`src/rtl/sat_pkg.sv`:
```
package sat_pkg;
    typedef enum logic [3:0] {
        OP_ADD_WRAPF = 4'd0,
        OP_SADD      = 4'd1,
        OP_SSUB      = 4'd2,
        OP_SDOUBLE   = 4'd3,
        OP_UADD      = 4'd4,
        OP_USUB      = 4'd5,
        OP_SCLAMP    = 4'd6,
        OP_UCLAMP    = 4'd7,
        OP_SCLAMP_H  = 4'd8,
        OP_UCLAMP_H  = 4'd9
    } sat_op_e;

    typedef enum logic {
        FLAG_CLEAN = 1'b0,
        FLAG_STUCK = 1'b1
    } flag_state_e;
endpackage

```
`src/rtl/sat_addsub.sv`:
```
module sat_addsub #(
    parameter int DATA_W = 32,
    parameter bit SIGNED = 1'b1
) (
    input  logic [DATA_W-1:0] a,
    input  logic [DATA_W-1:0] b,
    input  logic              sub,
    input  logic              clamp,
    output logic [DATA_W-1:0] res,
    output logic              ovf
);
    localparam int MSB = DATA_W - 1;

    generate
        if (SIGNED) begin : g_signed
            logic [DATA_W-1:0] raw;
            logic [DATA_W-1:0] limit;
            always_comb begin
                raw   = sub ? (a - b) : (a + b);
                ovf   = sub ? ((a[MSB] ^ b[MSB]) & (raw[MSB] ^ a[MSB]))
                            : (~(a[MSB] ^ b[MSB]) & (raw[MSB] ^ a[MSB]));
                limit = a[MSB] ? {1'b1, {MSB{1'b0}}} : {1'b0, {MSB{1'b1}}};
                res   = (clamp && ovf) ? limit : raw;
            end
        end else begin : g_unsigned
            logic [DATA_W:0] wide;
            always_comb begin
                wide = sub ? ({1'b0, a} - {1'b0, b}) : ({1'b0, a} + {1'b0, b});
                ovf  = wide[DATA_W];
                if (clamp && ovf) res = sub ? '0 : '1;
                else              res = wide[DATA_W-1:0];
            end
        end
    endgenerate
endmodule

```
`src/rtl/sat_clamp.sv`:
```
module sat_clamp #(
    parameter int DATA_W = 32,
    parameter int SHW    = 5
) (
    input  logic [DATA_W-1:0] val,
    input  logic [SHW-1:0]    width,
    input  logic              is_signed,
    output logic [DATA_W-1:0] res,
    output logic              sat
);
    localparam int EXT_W = DATA_W + 1;

    logic signed [EXT_W-1:0] v_ext;
    logic signed [EXT_W-1:0] lim;
    logic signed [EXT_W-1:0] hi;
    logic signed [EXT_W-1:0] lo;
    logic signed [EXT_W-1:0] pick;

    always_comb begin
        v_ext = $signed({val[DATA_W-1], val});
        lim   = $signed({{DATA_W{1'b0}}, 1'b1} << width);
        hi    = lim - 1;
        lo    = -lim;
        pick  = v_ext;
        sat   = 1'b0;
        if (is_signed) begin
            if (v_ext > hi) begin
                pick = hi;
                sat  = 1'b1;
            end else if (v_ext < lo) begin
                pick = lo;
                sat  = 1'b1;
            end
        end else begin
            if (v_ext < 0) begin
                pick = '0;
                sat  = 1'b1;
            end else if (v_ext > hi) begin
                pick = hi;
                sat  = 1'b1;
            end
        end
        res = pick[DATA_W-1:0];
    end
endmodule

```
`src/rtl/sat_flag_fsm.sv`:
```
module sat_flag_fsm
    import sat_pkg::*;
(
    input  logic clk,
    input  logic rst_n,
    input  logic clr,
    input  logic set_req,
    output logic flag
);
    flag_state_e state_q;
    flag_state_e state_d;

    always_comb begin
        state_d = state_q;
        unique case (state_q)
            FLAG_CLEAN: if (!clr && set_req) state_d = FLAG_STUCK;
            FLAG_STUCK: if (clr)             state_d = FLAG_CLEAN;
            default:                         state_d = FLAG_CLEAN;
        endcase
    end

    always_ff @(posedge clk or negedge rst_n) begin
        if (!rst_n) state_q <= FLAG_CLEAN;
        else        state_q <= state_d;
    end

    always_comb begin
        flag = (state_q == FLAG_STUCK);
    end
endmodule

```
`src/rtl/sat_arith_unit.sv`:
```
module sat_arith_unit
    import sat_pkg::*;
#(
    parameter int DATA_W = 32,
    parameter int SHW    = $clog2(DATA_W)
) (
    input  logic              clk,
    input  logic              rst_n,
    input  logic              valid,
    input  logic              clr,
    input  logic [3:0]        op,
    input  logic [DATA_W-1:0] a,
    input  logic [DATA_W-1:0] b,
    input  logic [SHW-1:0]    width,
    output logic [DATA_W-1:0] result,
    output logic              sat_flag
);
    localparam int HALF_W = DATA_W / 2;
    localparam int MSB    = DATA_W - 1;

    logic [DATA_W-1:0] s_res, u_res, w_res, dbl_res;
    logic              s_ovf, u_ovf, w_sat, dbl_sat;
    logic              s_sub, u_sub, s_clamp, clamp_signed;
    logic [DATA_W-1:0] h_res [2];
    logic              h_sat [2];
    logic [DATA_W-1:0] raw_res;
    logic              raw_sat;
    logic              sat_evt;
    sat_op_e           op_e;

    assign op_e         = sat_op_e'(op);
    assign s_sub        = (op_e == OP_SSUB);
    assign s_clamp      = (op_e != OP_ADD_WRAPF);
    assign u_sub        = (op_e == OP_USUB);
    assign clamp_signed = (op_e == OP_SCLAMP) || (op_e == OP_SCLAMP_H);

    sat_addsub #(.DATA_W(DATA_W), .SIGNED(1'b1)) i_sadd (
        .a(a), .b(b), .sub(s_sub), .clamp(s_clamp), .res(s_res), .ovf(s_ovf)
    );

    sat_addsub #(.DATA_W(DATA_W), .SIGNED(1'b0)) i_uadd (
        .a(a), .b(b), .sub(u_sub), .clamp(1'b1), .res(u_res), .ovf(u_ovf)
    );

    sat_clamp #(.DATA_W(DATA_W), .SHW(SHW)) i_wclamp (
        .val(a), .width(width), .is_signed(clamp_signed), .res(w_res), .sat(w_sat)
    );

    generate
        for (genvar g = 0; g < 2; g++) begin : g_half
            logic [HALF_W-1:0] h_in;
            assign h_in = a[g*HALF_W +: HALF_W];
            sat_clamp #(.DATA_W(DATA_W), .SHW(SHW)) i_hclamp (
                .val({{HALF_W{h_in[HALF_W-1]}}, h_in}),
                .width(width),
                .is_signed(clamp_signed),
                .res(h_res[g]),
                .sat(h_sat[g])
            );
        end
    endgenerate

    // doubling with thresholds at a quarter of the range
    always_comb begin
        dbl_sat = 1'b0;
        dbl_res = {a[MSB-1:0], 1'b0};
        if (!a[MSB] && a[MSB-1]) begin
            dbl_res = {1'b0, {MSB{1'b1}}};
            dbl_sat = 1'b1;
        end else if (a[MSB] && (!a[MSB-1] || (a[MSB-2:0] == '0))) begin
            dbl_res = {1'b1, {MSB{1'b0}}};
            dbl_sat = 1'b1;
        end
    end

    always_comb begin
        raw_res = '0;
        raw_sat = 1'b0;
        unique case (op)
            OP_ADD_WRAPF, OP_SADD, OP_SSUB: begin
                raw_res = s_res;
                raw_sat = s_ovf;
            end
            OP_SDOUBLE: begin
                raw_res = dbl_res;
                raw_sat = dbl_sat;
            end
            OP_UADD, OP_USUB: begin
                raw_res = u_res;
                raw_sat = u_ovf;
            end
            OP_SCLAMP, OP_UCLAMP: begin
                raw_res = w_res;
                raw_sat = w_sat;
            end
            OP_SCLAMP_H, OP_UCLAMP_H: begin
                raw_res = {h_res[1][HALF_W-1:0], h_res[0][HALF_W-1:0]};
                raw_sat = h_sat[0] | h_sat[1];
            end
            default: begin
                raw_res = '0;
                raw_sat = 1'b0;
            end
        endcase
    end

    assign result  = valid ? raw_res : '0;
    assign sat_evt = valid & raw_sat;

    sat_flag_fsm i_flag (
        .clk(clk), .rst_n(rst_n), .clr(clr), .set_req(sat_evt), .flag(sat_flag)
    );
endmodule

```
`config.mk`:
```
export PLATFORM = sky130hd
export DESIGN_NAME = sat_arith_unit
export DESIGN_NICKNAME = d
export VERILOG_FILES = /design/src/rtl/sat_pkg.sv /design/src/rtl/sat_addsub.sv /design/src/rtl/sat_clamp.sv /design/src/rtl/sat_flag_fsm.sv /design/src/rtl/sat_arith_unit.sv
export SDC_FILE = /design/constraint.sdc
export NUM_CORES = 1
export LEC_CHECK = 0
export BUFFER_PORTS_ARGS = -buffer_cell sky130_fd_sc_hd__buf_2
export CAP_MARGIN = 10
export CORE_UTILIZATION = 45
export CTS_BUF_LIST = sky130_fd_sc_hd__clkbuf_8
export CTS_CLUSTER_DIAMETER = 150
export DETAILED_ROUTE_END_ITERATION = 7
export PLACE_DENSITY_LB_ADDON = 0.15
export SLEW_MARGIN = 20
export SYNTH_ARGS = -nofsm -noshare
export SYNTH_HDL_FRONTEND = slang
export SYNTH_HIERARCHICAL = 1
export SYNTH_SLANG_ARGS = --single-unit
```
`constraint.sdc`:
```
create_clock -name clk -period 10.7 [get_ports clk]
set_input_delay 2.675 -clock clk [delete_from_list [all_inputs] [get_ports clk]]
set_output_delay 2.675 -clock clk [all_outputs]
set_load 0.05 [all_outputs]
```
==> reports/qor.csv <==
metric,value,unit
status,finished clean,
Core Box Area,36700,µm²
slack of the worst reg-to-reg path,10050,ps
Routed Antenna Nets,0,
Seq. cell area,25.0,µm²
worst r2r src,i_flag/flag,
max_cap viols,0,
# rows,70,
Final Power,1.24,mW
slew at the pin closest to its max-slew limit,1010,ps
Required @ worst endpoint,8030,ps
Final Critical Period,10600,ps
Congestion Overflow GR,0,
global-route wire length before repair,103000,µm
FF-to-FF End,i_flag/flag,
count of input and output buffers,109,
Rel. slew slack,0.328,
max reg flops,1,
reg2reg path depth,1,
gr usage total,0.337,
vias per cell,6.49,
Area Growth Syn to Fin,12.8,%
Die Width,195,µm
Die Y,195,µm
final instance area,19000,µm²
PD cells,65.5,nW/µm²
Die ar.,38100,µm²
vias in the first global route,18174,
gp weighted congestion,0.978,
Mean Syn Cell Area,6.80,µm²
routed length per instance,22.2,µm
DP HPWL,52400,µm
area of the multi-input gates,15600,µm²
TritonRoute pass-1 iters,6,
Worst Setup Start Kind,input pin,
Post-DP Area,18400,µm²
Remaining DRCs,0,
unrepaired setup endpoints after global routing,true,
fin nets,2926,
1st-iter DRT viols,2006,
initial antenna violation count,1,
Final setup viols,0,
Hold WC Path Type,reg -> reg,
Crit Path Category,in -> out,
Initial Utilization,0.458,
element type at the critical path end,primary output,
clock-pin slew on the worst setup and hold paths,0,ps
Synth warnings,6,
Peak Freq,94.3,MHz
Worst Hold End,i_flag/flag,
CP arrival,7930,ps
Vias,19808,
n_diodes,0,
Synth Instances,2474,
Skew-Pair Late Insertion Delay,0,ps
I/O pin count,110,
fill count,3767,
worst hold slack,485,ps
worst clock skew,0,ps
fin crit share,0.991,
Non-Filler Instances,3050,
"Slew Viols, Final",0,
Routed Wire Length,67700,µm
dpl cells,3034,
largest net degree at the start of global routing,58,
worst hold path cell count,1,
P_leak,8.51,nW
hold_sp,i_flag/flag,
layout cells sized above 1,0.163,
synthesized cell area,16800,µm²
Peak VDD IR,0.0244,mV
Crit Path Max Fanout,14,
endpoints failing hold,0,
[cell usage in the layout, fill, tap and decap left out, types with 75 or more instances in the layout]
cell type	instances
xnor2_1	102
ha_1	262
nand3_1	75
inv_1	145
buf_4	184
buf_2	81
a21oi_1	233
nor2_1	204
o21ai_0	129
nand2_1	187
[routing by layer]
layer	GRT usage	part of all wire
met5	0	0.00015
met4	0.0989	0.033
met3	0.0397	0.077
met2	0.549	0.45
met1	0.462	0.44
[worst max path at each step]
stage / slack [ps] / cells past startpoint / startpoint / end
after floorplan: 70 / 24 / width[1] / result[3]
after global placement: -10 / 27 / width[0] / result[16]
after detailed placement: -90 / 25 / width[0] / result[17]
after CTS: 4 / 25 / width[1] / result[9]
after global routing: -50 / 23 / b[10] / result[14]
final: 100 / 22 / b[10] / result[13]
[metrics by stage]
| step | utilization | setup TNS [ps] | setup slack, ps |
|---|---|---|---|
| 3_3_place_gp | 0.501 | -14.0 | -9.81 |
| 5_1_grt | 0.517 | -317 | -46.6 |
| 3_5_place_dp | 0.501 | -454 | -93.5 |
| 4_1_cts | 0.502 | 0 | 4.06 |
| 6_report | 0.517 | 0 | 96.4 |
| 2_1_floorplan | - | 0 | 68.9 |
[timing repair]
| action | in CTS | in global routing |
|---|---|---|
| buffers inserted | 0 | 13 |
| setup endpoints to repair | 18 | 32 |
| cloned | 0 | 3 |
| pin swaps | 0 | 14 |
| gates resized for setup | 8 | 128 |
| hold buffers | 0 | 0 |
[power by group]
group	internal, mW	leakage (nW)	switching [mW]
clock network	0	0	0
logic	0.499	8.50	0.738
registers	0.00411	0.0136	0.000113
total	0.503	8.51	0.738
[critical path, cell delays in order]
cell	delay, ps
buf_2	140
or4_4	580
nor4_4	390
buf_4	190
and3_4	220
nor2_1	60
xnor2_1	140
ha_1	310
nand4_1	200
or3_4	390
a2bb2oi_1	160
o2111a_1	180
o21a_1	210
o21a_1	210
o21ai_4	260
buf_4	190
clkbuf_16	180
mux2i_1	260
a22oi_1	170
o221a_1	310
o22ai_1	210
clkbuf_4	290
[layout make-up]
class / count / share of cell area
well taps: 468 / 0.0309
repair buffers: 294 / 0.117
multi-input cells: 2139 / 0.822
inverters: 148 / 0.0293
flip-flops and latches: 1 / 0.00132
Note: power is estimated with default switching activity, not from simulation.
